`config.mk`:
```
export PLATFORM = sky130hd
export DESIGN_NAME = ripple_alu
export DESIGN_NICKNAME = d
export VERILOG_FILES = /design/src/rtl/ripple_alu_pkg.sv /design/src/rtl/ripple_alu_fa.sv /design/src/rtl/ripple_alu_mux4.sv /design/src/rtl/ripple_alu_slice.sv /design/src/rtl/ripple_alu.sv
export SDC_FILE = /design/constraint.sdc
export NUM_CORES = 1
export LEC_CHECK = 0
export BUFFER_PORTS_ARGS = -buffer_cell sky130_fd_sc_hd__buf_2
export CORE_MARGIN = 3
export CORE_UTILIZATION = 25
export DETAILED_ROUTE_END_ITERATION = 8
export SLEW_MARGIN = 20
export SYNTH_ARGS = -nofsm -noshare
export SYNTH_HDL_FRONTEND = slang
export SYNTH_HIERARCHICAL = 1
export SYNTH_SLANG_ARGS = --single-unit
```
`constraint.sdc`:
```
create_clock -name vclk -period 29.5
set_clock_uncertainty 0.05 [all_clocks]
set_input_delay 2.95 -clock vclk [all_inputs]
set_output_delay 2.95 -clock vclk [all_outputs]
set_load 0.02 [all_outputs]
```
`src/rtl/ripple_alu_pkg.sv`:
```
package ripple_alu_pkg;
  typedef enum logic [1:0] {
    SEL_AND  = 2'd0,
    SEL_OR   = 2'd1,
    SEL_SUM  = 2'd2,
    SEL_LESS = 2'd3
  } alu_sel_e;
endpackage

```
`src/rtl/ripple_alu_fa.sv`:
```
module ripple_alu_fa (
  input  logic x,
  input  logic y,
  input  logic ci,
  output logic s,
  output logic co
);
  logic half;
  assign half = x ^ y;
  assign s    = half ^ ci;
  assign co   = (x & y) | (half & ci);
endmodule

```
`src/rtl/ripple_alu_mux4.sv`:
```
module ripple_alu_mux4 (
  input  logic [1:0] sel,
  input  logic       in0,
  input  logic       in1,
  input  logic       in2,
  input  logic       in3,
  output logic       y
);
  import ripple_alu_pkg::*;
  always_comb begin
    unique case (alu_sel_e'(sel))
      SEL_AND:  y = in0;
      SEL_OR:   y = in1;
      SEL_SUM:  y = in2;
      default:  y = in3;
    endcase
  end
endmodule

```
`src/rtl/ripple_alu_slice.sv`:
```
module ripple_alu_slice (
  input  logic       a_bit,
  input  logic       b_bit,
  input  logic       b_inv,
  input  logic       ci,
  input  logic       less,
  input  logic [1:0] sel,
  output logic       res,
  output logic       sum,
  output logic       co
);
  logic b_eff;
  assign b_eff = b_bit ^ b_inv;

  ripple_alu_fa u_fa (
    .x  (a_bit),
    .y  (b_eff),
    .ci (ci),
    .s  (sum),
    .co (co)
  );

  ripple_alu_mux4 u_mux (
    .sel (sel),
    .in0 (a_bit & b_eff),
    .in1 (a_bit | b_eff),
    .in2 (sum),
    .in3 (less),
    .y   (res)
  );
endmodule

```
`src/rtl/ripple_alu.sv`:
```
module ripple_alu #(
  parameter int WIDTH = 32
) (
  input  logic [WIDTH-1:0] a,
  input  logic [WIDTH-1:0] b,
  input  logic [1:0]       op_sel,
  input  logic             b_inv,
  input  logic             carry_in,
  output logic [WIDTH-1:0] result,
  output logic             carry_out
);
  localparam int TOP = WIDTH - 1;

  logic [WIDTH:0]   chain;
  logic [WIDTH-1:0] sums;
  logic             sign_fb;

  assign chain[0]  = carry_in;
  assign sign_fb   = sums[TOP];
  assign carry_out = chain[WIDTH];

  for (genvar i = 0; i < WIDTH; i++) begin : g_cell
    logic less_in;
    if (i == 0) begin : g_low
      assign less_in = sign_fb;
    end else begin : g_rest
      assign less_in = 1'b0;
    end

    ripple_alu_slice u_cell (
      .a_bit (a[i]),
      .b_bit (b[i]),
      .b_inv (b_inv),
      .ci    (chain[i]),
      .less  (less_in),
      .sel   (op_sel),
      .res   (result[i]),
      .sum   (sums[i]),
      .co    (chain[i+1])
    );
  end
endmodule

```
# ---- Word level (Yosys, flattened, before mapping)
# Cells that the tools add are included.
dict set report totals {
  regBits 0
  inputBits 68
  output_inout_bits 33
  ramBits 0
  wordCells 259
  memories 0
  romBits 0
  latchBits 0
}
dict set report op_classes {
  addsub 0
  shift 0
  n_reduce_logical 1
  mux 32
  n_mul 0
  order_cmp 0
  bitwise 224
  n_eq_ne 2
  div_mod_pow 0
}
# cell count
set ops {}
lappend ops {{one-hot mux 1 bit (3 select lines)} 32}
lappend ops {{bitwise XOR 1 bit} 96}
lappend ops {{AND 1 bit} 64}
lappend ops {{bitwise OR 1 bit} 64}
lappend ops {{== test 2 x 1 -> 1 bit, second input constant} 1}
lappend ops {{== test 2 bit, second input constant} 1}
lappend ops {{zero test 2 bit} 1}

# ---- Depth between registers and ports, before layout
# Gate-level depths: netlist of run 1.
dict set report logic_depth {
  word_depth 66
  depth_mapped 34
  depth_no_buf 34
}

# ---- Cells and area by module
# Netlist of run 1, hierarchy kept.
# module n_inst area_each_um2 cells_each seq_area_each_um2
set by_module_without_submodules {}
lappend by_module_without_submodules {ripple_alu_mux4 32 22.5 1 0.0}
lappend by_module_without_submodules {ripple_alu_slice 32 21.3 3 0.0}
lappend by_module_without_submodules {ripple_alu_fa 32 20.0 1 0.0}
lappend by_module_without_submodules {ripple_alu 1 3.8 1 0.0}

# ---- Least setup slack after synthesis of run 1
# Ideal clock, no wire load.
dict set report synth_timing {
  path_kind {input -> output}
  start {in b_inv}
  end {out result[0]}
  arrival_ns 17.157
  n_path_buf 0
  slack_ns 9.343
  cell_stages 34
  required_time_ns 26.500
  cell_sequence {xor2_1 -> fa_1 -> fa_1 -> fa_1 -> fa_1 -> fa_1 -> fa_1 -> fa_1 -> fa_1 -> fa_1 -> fa_1 -> fa_1 -> fa_1 -> fa_1 -> fa_1 -> fa_1 -> fa_1 -> fa_1 -> fa_1 -> fa_1 -> fa_1 -> fa_1 -> fa_1 -> fa_1 -> fa_1 -> fa_1 -> fa_1 -> fa_1 -> fa_1 -> fa_1 -> fa_1 -> fa_1 -> fa_1 -> mux4_2}
}
dict set report synth_between {
  elab_chain_cells 66
  elab_cells_between_ends 161
}
# item line_no
set synth_rtl {}
lappend synth_rtl {{start, declared} ripple_alu.sv:7} ;# input logic b_inv,
lappend synth_rtl {{bitwise XOR 1 bit (*)} ripple_alu_slice.sv:13} ;# assign b_eff = b_bit ^ b_inv;
lappend synth_rtl {{bitwise XOR 1 bit} ripple_alu_fa.sv:9} ;# assign half = x ^ y;
lappend synth_rtl {{AND 1 bit} ripple_alu_fa.sv:11} ;# assign co = (x & y) | (half & ci);
lappend synth_rtl {{bitwise OR 1 bit (*)} ripple_alu_fa.sv:11}
lappend synth_rtl {{named net chain[1]} ripple_alu.sv:14} ;# logic [WIDTH:0] chain;
lappend synth_rtl {{AND 1 bit (*)} ripple_alu_fa.sv:11}
lappend synth_rtl {{bitwise OR 1 bit (*)} ripple_alu_fa.sv:11}
lappend synth_rtl {{named net chain[2]} ripple_alu.sv:14}
lappend synth_rtl {{[... 2 more ...]} n/a}
lappend synth_rtl {{named net chain[3]} ripple_alu.sv:14}
lappend synth_rtl {{[... 2 more ...]} n/a}
lappend synth_rtl {{named net chain[4]} ripple_alu.sv:14}
lappend synth_rtl {{[... 2 more ...]} n/a}
lappend synth_rtl {{named net chain[5]} ripple_alu.sv:14}
lappend synth_rtl {{[... 2 more ...]} n/a}
lappend synth_rtl {{named net chain[6]} ripple_alu.sv:14}
lappend synth_rtl {{[... 2 more ...]} n/a}
lappend synth_rtl {{named net chain[7]} ripple_alu.sv:14}
lappend synth_rtl {{[... 2 more ...]} n/a}
lappend synth_rtl {{named net chain[8]} ripple_alu.sv:14}
lappend synth_rtl {{[... 2 more ...]} n/a}
lappend synth_rtl {{named net chain[9]} ripple_alu.sv:14}
lappend synth_rtl {{[... 2 more ...]} n/a}
lappend synth_rtl {{named net chain[10]} ripple_alu.sv:14}
lappend synth_rtl {{[... 2 more ...]} n/a}
lappend synth_rtl {{named net chain[11]} ripple_alu.sv:14}
lappend synth_rtl {{[... 2 more ...]} n/a}
lappend synth_rtl {{named net chain[12]} ripple_alu.sv:14}
lappend synth_rtl {{[... 2 more ...]} n/a}
lappend synth_rtl {{named net chain[13]} ripple_alu.sv:14}
lappend synth_rtl {{[... 2 more ...]} n/a}
lappend synth_rtl {{named net chain[14]} ripple_alu.sv:14}
lappend synth_rtl {{[... 2 more ...]} n/a}
lappend synth_rtl {{named net chain[15]} ripple_alu.sv:14}
lappend synth_rtl {{[... 2 more ...]} n/a}
lappend synth_rtl {{named net chain[16]} ripple_alu.sv:14}
lappend synth_rtl {{[... 2 more ...]} n/a}
lappend synth_rtl {{named net chain[17]} ripple_alu.sv:14}
lappend synth_rtl {{[... 2 more ...]} n/a}
lappend synth_rtl {{named net chain[18]} ripple_alu.sv:14}
lappend synth_rtl {{[... 2 more ...]} n/a}
lappend synth_rtl {{named net chain[19]} ripple_alu.sv:14}
lappend synth_rtl {{[... 2 more ...]} n/a}
lappend synth_rtl {{named net chain[20]} ripple_alu.sv:14}
lappend synth_rtl {{[... 2 more ...]} n/a}
lappend synth_rtl {{named net chain[21]} ripple_alu.sv:14}
lappend synth_rtl {{[... 2 more ...]} n/a}
lappend synth_rtl {{named net chain[22]} ripple_alu.sv:14}
lappend synth_rtl {{[... 2 more ...]} n/a}
lappend synth_rtl {{named net chain[23]} ripple_alu.sv:14}
lappend synth_rtl {{[... 2 more ...]} n/a}
lappend synth_rtl {{named net chain[24]} ripple_alu.sv:14}
lappend synth_rtl {{[... 2 more ...]} n/a}
lappend synth_rtl {{named net chain[25]} ripple_alu.sv:14}
lappend synth_rtl {{[... 2 more ...]} n/a}
lappend synth_rtl {{named net chain[26]} ripple_alu.sv:14}
lappend synth_rtl {{[... 2 more ...]} n/a}
lappend synth_rtl {{named net chain[27]} ripple_alu.sv:14}
lappend synth_rtl {{[... 2 more ...]} n/a}
lappend synth_rtl {{named net chain[28]} ripple_alu.sv:14}
lappend synth_rtl {{[... 2 more ...]} n/a}
lappend synth_rtl {{named net chain[29]} ripple_alu.sv:14}
lappend synth_rtl {{[... 1 more ...]} n/a}
lappend synth_rtl {{bitwise OR 1 bit (*)} ripple_alu_fa.sv:11}
lappend synth_rtl {{named net chain[30]} ripple_alu.sv:14}
lappend synth_rtl {{AND 1 bit (*)} ripple_alu_fa.sv:11}
lappend synth_rtl {{bitwise OR 1 bit (*)} ripple_alu_fa.sv:11}
lappend synth_rtl {{named net chain[31]} ripple_alu.sv:14}
lappend synth_rtl {{bitwise XOR 1 bit (*)} ripple_alu_fa.sv:10} ;# assign s = half ^ ci;
lappend synth_rtl {{named net g_cell[0].less_in} ripple_alu.sv:23} ;# logic less_in;
lappend synth_rtl {{one-hot mux 1 bit (3 select lines) (*)} ripple_alu_mux4.sv:11} ;# unique case (alu_sel_e'(sel))
lappend synth_rtl {{end, declared} ripple_alu.sv:9} ;# output logic [WIDTH-1:0] result,
# Mark *: on every way through the listed nets, which the timed path passes. The rest lies on a longest branch.

# ---- Worst setup path after layout of run 1
dict set report layout_timing {
  start {in b_inv}
  end {out result[0]}
}
dict set report layout_between {
  elab_chain_cells 66
  elab_cells_between_ends 161
}
# item line_no
set layout_rtl {}
lappend layout_rtl {{bitwise XOR 1 bit (*)} ripple_alu_slice.sv:13}
lappend layout_rtl {{named net g_cell[0].u_cell.b_eff} ripple_alu_slice.sv:12} ;# logic b_eff;
lappend layout_rtl {{bitwise XOR 1 bit} ripple_alu_fa.sv:9}
lappend layout_rtl {{AND 1 bit} ripple_alu_fa.sv:11}
lappend layout_rtl {{bitwise OR 1 bit (*)} ripple_alu_fa.sv:11}
lappend layout_rtl {{named net chain[1]} ripple_alu.sv:14}
lappend layout_rtl {{AND 1 bit (*)} ripple_alu_fa.sv:11}
lappend layout_rtl {{bitwise OR 1 bit (*)} ripple_alu_fa.sv:11}
lappend layout_rtl {{named net chain[2]} ripple_alu.sv:14}
lappend layout_rtl {{[... 2 more ...]} n/a}
lappend layout_rtl {{named net chain[3]} ripple_alu.sv:14}
lappend layout_rtl {{[... 2 more ...]} n/a}
lappend layout_rtl {{named net chain[4]} ripple_alu.sv:14}
lappend layout_rtl {{[... 2 more ...]} n/a}
lappend layout_rtl {{named net chain[5]} ripple_alu.sv:14}
lappend layout_rtl {{[... 2 more ...]} n/a}
lappend layout_rtl {{named net chain[6]} ripple_alu.sv:14}
lappend layout_rtl {{[... 2 more ...]} n/a}
lappend layout_rtl {{named net chain[7]} ripple_alu.sv:14}
lappend layout_rtl {{[... 2 more ...]} n/a}
lappend layout_rtl {{named net chain[8]} ripple_alu.sv:14}
lappend layout_rtl {{[... 2 more ...]} n/a}
lappend layout_rtl {{named net chain[9]} ripple_alu.sv:14}
lappend layout_rtl {{[... 2 more ...]} n/a}
lappend layout_rtl {{named net chain[10]} ripple_alu.sv:14}
lappend layout_rtl {{[... 2 more ...]} n/a}
lappend layout_rtl {{named net chain[11]} ripple_alu.sv:14}
lappend layout_rtl {{[... 2 more ...]} n/a}
lappend layout_rtl {{named net chain[12]} ripple_alu.sv:14}
lappend layout_rtl {{[... 2 more ...]} n/a}
lappend layout_rtl {{named net chain[13]} ripple_alu.sv:14}
lappend layout_rtl {{[... 2 more ...]} n/a}
lappend layout_rtl {{named net chain[14]} ripple_alu.sv:14}
lappend layout_rtl {{[... 2 more ...]} n/a}
lappend layout_rtl {{named net chain[15]} ripple_alu.sv:14}
lappend layout_rtl {{[... 2 more ...]} n/a}
lappend layout_rtl {{named net chain[16]} ripple_alu.sv:14}
lappend layout_rtl {{[... 2 more ...]} n/a}
lappend layout_rtl {{named net chain[17]} ripple_alu.sv:14}
lappend layout_rtl {{[... 2 more ...]} n/a}
lappend layout_rtl {{named net chain[18]} ripple_alu.sv:14}
lappend layout_rtl {{[... 2 more ...]} n/a}
lappend layout_rtl {{named net chain[19]} ripple_alu.sv:14}
lappend layout_rtl {{[... 2 more ...]} n/a}
lappend layout_rtl {{named net chain[20]} ripple_alu.sv:14}
lappend layout_rtl {{[... 2 more ...]} n/a}
lappend layout_rtl {{named net chain[21]} ripple_alu.sv:14}
lappend layout_rtl {{[... 2 more ...]} n/a}
lappend layout_rtl {{named net chain[22]} ripple_alu.sv:14}
lappend layout_rtl {{[... 2 more ...]} n/a}
lappend layout_rtl {{named net chain[23]} ripple_alu.sv:14}
lappend layout_rtl {{[... 2 more ...]} n/a}
lappend layout_rtl {{named net chain[24]} ripple_alu.sv:14}
lappend layout_rtl {{[... 2 more ...]} n/a}
lappend layout_rtl {{named net chain[25]} ripple_alu.sv:14}
lappend layout_rtl {{[... 2 more ...]} n/a}
lappend layout_rtl {{named net chain[26]} ripple_alu.sv:14}
lappend layout_rtl {{[... 2 more ...]} n/a}
lappend layout_rtl {{named net chain[27]} ripple_alu.sv:14}
lappend layout_rtl {{[... 2 more ...]} n/a}
lappend layout_rtl {{named net chain[28]} ripple_alu.sv:14}
lappend layout_rtl {{[... 2 more ...]} n/a}
lappend layout_rtl {{named net chain[29]} ripple_alu.sv:14}
lappend layout_rtl {{[... 1 more ...]} n/a}
lappend layout_rtl {{bitwise OR 1 bit (*)} ripple_alu_fa.sv:11}
lappend layout_rtl {{named net chain[30]} ripple_alu.sv:14}
lappend layout_rtl {{AND 1 bit (*)} ripple_alu_fa.sv:11}
lappend layout_rtl {{bitwise OR 1 bit (*)} ripple_alu_fa.sv:11}
lappend layout_rtl {{named net chain[31]} ripple_alu.sv:14}
lappend layout_rtl {{bitwise XOR 1 bit (*)} ripple_alu_fa.sv:10}
lappend layout_rtl {{named net g_cell[0].less_in} ripple_alu.sv:23}
lappend layout_rtl {{one-hot mux 1 bit (3 select lines) (*)} ripple_alu_mux4.sv:11}
# Marked as above.

==> results of run 1 <==
==> how the worst max path moves through the flow <==
stage | from | endpoint | slack, ns | depth (start not counted)
2_1_floorplan | b_inv | result[0] | 9.34 | 34
3_5_place_dp | b_inv | result[0] | 7.85 | 37
5_1_grt | b_inv | result[0] | 7.40 | 37
3_3_place_gp | b_inv | result[0] | 7.97 | 37
4_1_cts | b_inv | result[0] | 7.81 | 37
6_report | b_inv | result[0] | 8.10 | 37
==> cell usage in the layout, fill, tap and decap left out <==
cell | synthesis | final
fa_1 | 32 | 32
or2_1 | 32 | 32
xor2_1 | 32 | 32
and2_1 | 32 | 32
mux4_2 | 32 | 32
buf_4 | 0 | 2
conb_1 | 1 | 31
buf_2 | 0 | 101
==> stage by stage <==
step                total power, mW  hold slack, ns
finish                       0.0695            6.25
global route                 0.0786            6.29
CTS                          0.0716            6.25
detailed placement           0.0711            6.25
global placement             0.0696            6.25
floorplan                    0.0472            6.08
==> worst max-delay path, delay by kind of cell <==
| kind | cells | cell delay [ns] |
|---|---|---|
| multiplexers | 1 | 0.50 |
| adder cells (fa/ha/maj) | 32 | 14.01 |
| XOR/XNOR | 1 | 0.21 |
| buffers and inverters | 3 | 0.68 |
==> power by group through the flow <==
stage / clock network, mW / registers [mW] / logic [mW]
2_1_floorplan: 0 / 0 / 0.0472
3_3_place_gp: 0 / 0 / 0.0696
3_5_place_dp: 0 / 0 / 0.0711
4_1_cts: 0 / 0 / 0.0716
5_1_grt: 0 / 0 / 0.0786
6_report: 0 / 0 / 0.0695
==> synthesized netlist by cell type (all sizes together) <==
| cell type | number |
|---|---|
| and2 | 32 |
| conb | 1 |
| fa | 32 |
| mux4 | 32 |
| or2 | 32 |
| xor2 | 32 |
==> area by class of cell <==
class                           instances  area (sq um)  area share
Timing Repair Buffer                  103           520       0.185
Tap cell                              102           128      0.0455
Multi-Input combinational cell        191          2160       0.769
==> per-layer routing <==
layer	track usage	vias to the layer above	wire length [microns]	part of all wire
met5	0	-	0	0
met4	0	0	0	0
met3	0.0178	0	452	0.093
met2	0.187	62	2390	0.49
met1	0.147	815	2040	0.42
li1	-	817	-	-
==> cells by family (layout without fill, tap and decap cells) <==
kind of cell / after synthesis / in the layout / synth area share
multiplexers: 32 / 32 / 0.352
adder cells (fa/ha/maj): 32 / 32 / 0.313
other: 1 / 31 / 0.00183
AND/OR/NAND/NOR: 64 / 64 / 0.196
XOR/XNOR: 32 / 32 / 0.137
buffers and inverters: 0 / 103 / 0
==> results.json, run 1 <==
{
  "status": "complete, no violations",
  "crit_top_cell": "fa_1",
  "hold_path_class": "primary input to primary output",
  "irDropWorstVdd_uv": 8.82,
  "p_seq_frac": 0,
  "vias": 1694,
  "grt_antenna_before_repair": 0,
  "pre_cts_slack_ns": 7.85,
  "drc_errors": 0,
  "vias_per_cell": 4.28,
  "portBuffers": 101,
  "netlist_instances": 161,
  "critPathMaxStageDelay_ns": 0.53,
  "start_util": 0.261,
  "p_comb_frac": 1.000,
  "dp_hpwl_mm": 4.20,
  "synthDistinctLibCells": 6,
  "whs_path_depth": 3,
  "die_h_microns": 96.5,
  "p_int_mw": 0.0341,
  "hp-start": "a[31]",
  "period_share": 0.725,
  "ys.warnings.count": 6,
  "yosys.area.top_type": "mux4_2",
  "synth_top_cells_by_area": "mux4_2 (35%), fa_1 (31%), xor2_1 (14%), and2_1 (9.8%), or2_1 (9.8%)",
  "hold_viol_final": 0,
  "maxCapViolCount": 0,
  "swShare": 0.509,
  "tns_ns": 0,
  "final_cells": 396,
  "syn_area_sq_mm": 0.00205,
  "seqCellArea_sq_um": 0,
  "die_w_microns": 96.5,
  "design.seq.count": 0,
  "max_slew_margin": 0.451,
  "clkbuf_count": 0,
  "top_level_ports": 101,
  "drv_slew": 0,
  "post_cts_buffers": 0,
  "p_clk_frac": 0,
  "worst_slack_ns": 8.10,
  "grt_pass1_wl_mm": 8.02,
  "cts_resized": 0,
  "powerDensity_mw_per_mm2": 24.8,
  "core_sq_mm": 0.00785,
  "report.final.setup_viol": 0,
  "cp-end-kind": "primary output",
  "area_growth_pct": 37.2,
  "leakagePower_nw": 1.23,
  "crit_path_max_fanout": 32,
  "drt_iter0_drc": 36,
  "rsz0062_at_grt": "no",
  "routed_wl_mm": 4.88,
  "dr.pass1.iters": 4,
  "arrival_ns": 18.40,
  "n_fill_cell": 834,
  "finalNetCount": 396,
  "dieArea_sq_mm": 0.00930,
  "hold_path_end": "carry_out",
  "final_antenna_net_count": 0,
  "antennaDiodeCount": 0,
  "crit_path_start_kind": "primary input",
  "tightestPinTransition_ns": 0.824,
  "placed_area_sq_mm": 0.00281,
  "utilization": 0.358,
  "timing.fmax_ghz": 0.0467,
  "p_sw_mw": 0.0354,
  "final_area_sq_mm": 0.00281,
  "layout_min_cycle_time_ns": 21.40,
  "grt_pass1_vias": 1789,
  "place_congestion": 0.652,
  "grt_usage": 0.107,
  "dp_cells": 396,
  "num_rows": 32,
  "drive_above_1_share": 0.459,
  "grt_max_degree": 33,
  "wl_per_cell_microns": 12.3,
  "ctsHoldBuffers": 0,
  "required_ns": 26.50,
  "critPathKind": "primary input to primary output",
  "syn_area_per_cell_sq_um": 12.7,
  "grt.overflow.total": 0,
  "ys_seq_area_frac": 0,
  "crit_path_top_delay_cell": "fa_1",
  "yosys.area.top_type_share": 0.352
}
Note: power is estimated with default switching activity, not from simulation.
==> run 2: changes to the inputs <==
Clock period 29.5 ns to 17.7 ns, I/O delays scaled along.
==> run 2 against run 1 <==
Final cell count up 0.76%. Routed wire length increased by 1.4%. Die area unchanged. Sequential cell count unchanged. Non-clock buffer count increased by 3. Sequential share of layout area stayed put. Core utilization up 1.1 points. Clock-buffer cell count unchanged. Global-route usage fell by 0.053 points. Via count up 2.3%. Cell area up 2.9%. Hold slack got worse by 2.4 ns. Critical endpoint unchanged.
==> results.json, run 2 (synthesis results as in run 1) <==
{
  "status": "complete, no violations",
  "place_congestion": 0.655,
  "portBuffers": 101,
  "vias": 1733,
  "critPathMaxStageDelay_ns": 0.47,
  "top_level_ports": 101,
  "seqCellArea_sq_um": 0,
  "post_cts_buffers": 0,
  "hold_viol_final": 0,
  "timing.hold.ws_ns": 3.89,
  "cp-end-kind": "primary output",
  "multi_input_area_sq_mm": 0.00222,
  "num_rows": 32,
  "core_sq_mm": 0.00785,
  "crit_path_max_fanout": 3,
  "placed_area_sq_mm": 0.00284,
  "grt_max_degree": 33,
  "tightestPinTransition_ns": 0.821,
  "final_area_sq_mm": 0.00289,
  "leakagePower_nw": 1.23,
  "crit_path_top_delay_cell": "fa_1",
  "report.final.setup_viol": 0,
  "total_power_mw": 0.120,
  "vias_per_cell": 4.34,
  "rsz0062_at_grt": "no",
  "drc_errors": 0,
  "die_h_microns": 96.5,
  "critPathKind": "primary input to primary output",
  "start_util": 0.261,
  "grt_usage": 0.106,
  "required_ns": 15.88,
  "irDropWorstVdd_uv": 17.4,
  "area_growth_pct": 41.2,
  "grt_antenna_before_repair": 0,
  "grt_pass1_wl_mm": 8.08,
  "clkbuf_count": 0,
  "utilization": 0.368,
  "antennaDiodeCount": 0,
  "grt_pass1_vias": 1835,
  "grt.overflow.total": 0,
  "dr.pass1.iters": 3,
  "drive_above_1_share": 0.542,
  "layout.cells.most_common": "buf_2",
  "worst_slack_ns": 0.520,
  "crit_path_start_kind": "primary input",
  "tns_ns": 0,
  "period_share": 0.971,
  "final_antenna_net_count": 0,
  "crit_top_cell": "fa_2",
  "maxCapViolCount": 0,
  "routed_wl_mm": 4.95,
  "powerDensity_mw_per_mm2": 41.7,
  "design.seq.count": 0,
  "drv_slew": 0,
  "arrival_ns": 15.36,
  "dieArea_sq_mm": 0.00930,
  "dp_cells": 399,
  "die_w_microns": 96.5,
  "finalNetCount": 399,
  "drt_iter0_drc": 23,
  "final_cell_mix": "buf_2 (100), xor2_1 (32), or2_1 (32), and2_1 (32), mux4_2 (32)",
  "final_cells": 399,
  "layout_min_cycle_time_ns": 17.18,
  "pre_cts_slack_ns": -0.816,
  "n_fill_cell": 831,
  "max_slew_margin": 0.453,
  "timing.fmax_ghz": 0.0582,
  "hold_path_class": "primary input to primary output",
  "wl_per_cell_microns": 12.4,
  "dp_hpwl_mm": 4.20
}
==> run 2: cell count changes in the layout (fill, tap and decap cells not counted), sizes merged <==
cell and change:
buf +3
==> run 2: final timing paths <==
check                 start        end  cells past startpoint
worst max-delay path  b_inv  result[0]                     36
worst min-delay path  a[31]  carry_out                      3
==> run 2: routing by layer <==
layer / part of all wire / vias to the layer above / track usage
met1: 0.40 / 852 / 0.134
met3: 0.075 / 0 / 0.0101
met2: 0.53 / 59 / 0.206
li1: - / 822 / -
met4: 0 / 0 / 0.00117
met5: 0 / - / 0
==> run 2: area by class of cell <==
cell class                      count  share of cell area
Multi-Input combinational cell    191               0.767
Timing Repair Buffer              106               0.189
Tap cell                          102              0.0442
==> run 2: power breakdown <==
| part | switching [mW] | leakage, nW | total, mW | internal, mW |
|---|---|---|---|---|
| registers | 0 | 0 | 0 | 0 |
| logic | 0.0606 | 1.23 | 0.120 | 0.0599 |
| clock network | 0 | 0 | 0 | 0 |
| total | 0.0606 | 1.23 | 0.120 | 0.0599 |
==> run 2: critical path, delay by kind of cell <==
kind / cells / cell delay, ns
buffers and inverters: 2 / 0.28
adders and majority gates: 32 / 12.62
xor gates and xnor gates: 1 / 0.19
muxes: 1 / 0.47
==> run 2: what timing repair did <==
action,CTS,global route
hold buffers,0,0
resized for setup,15,6
endpoints found under the setup margin,5,2
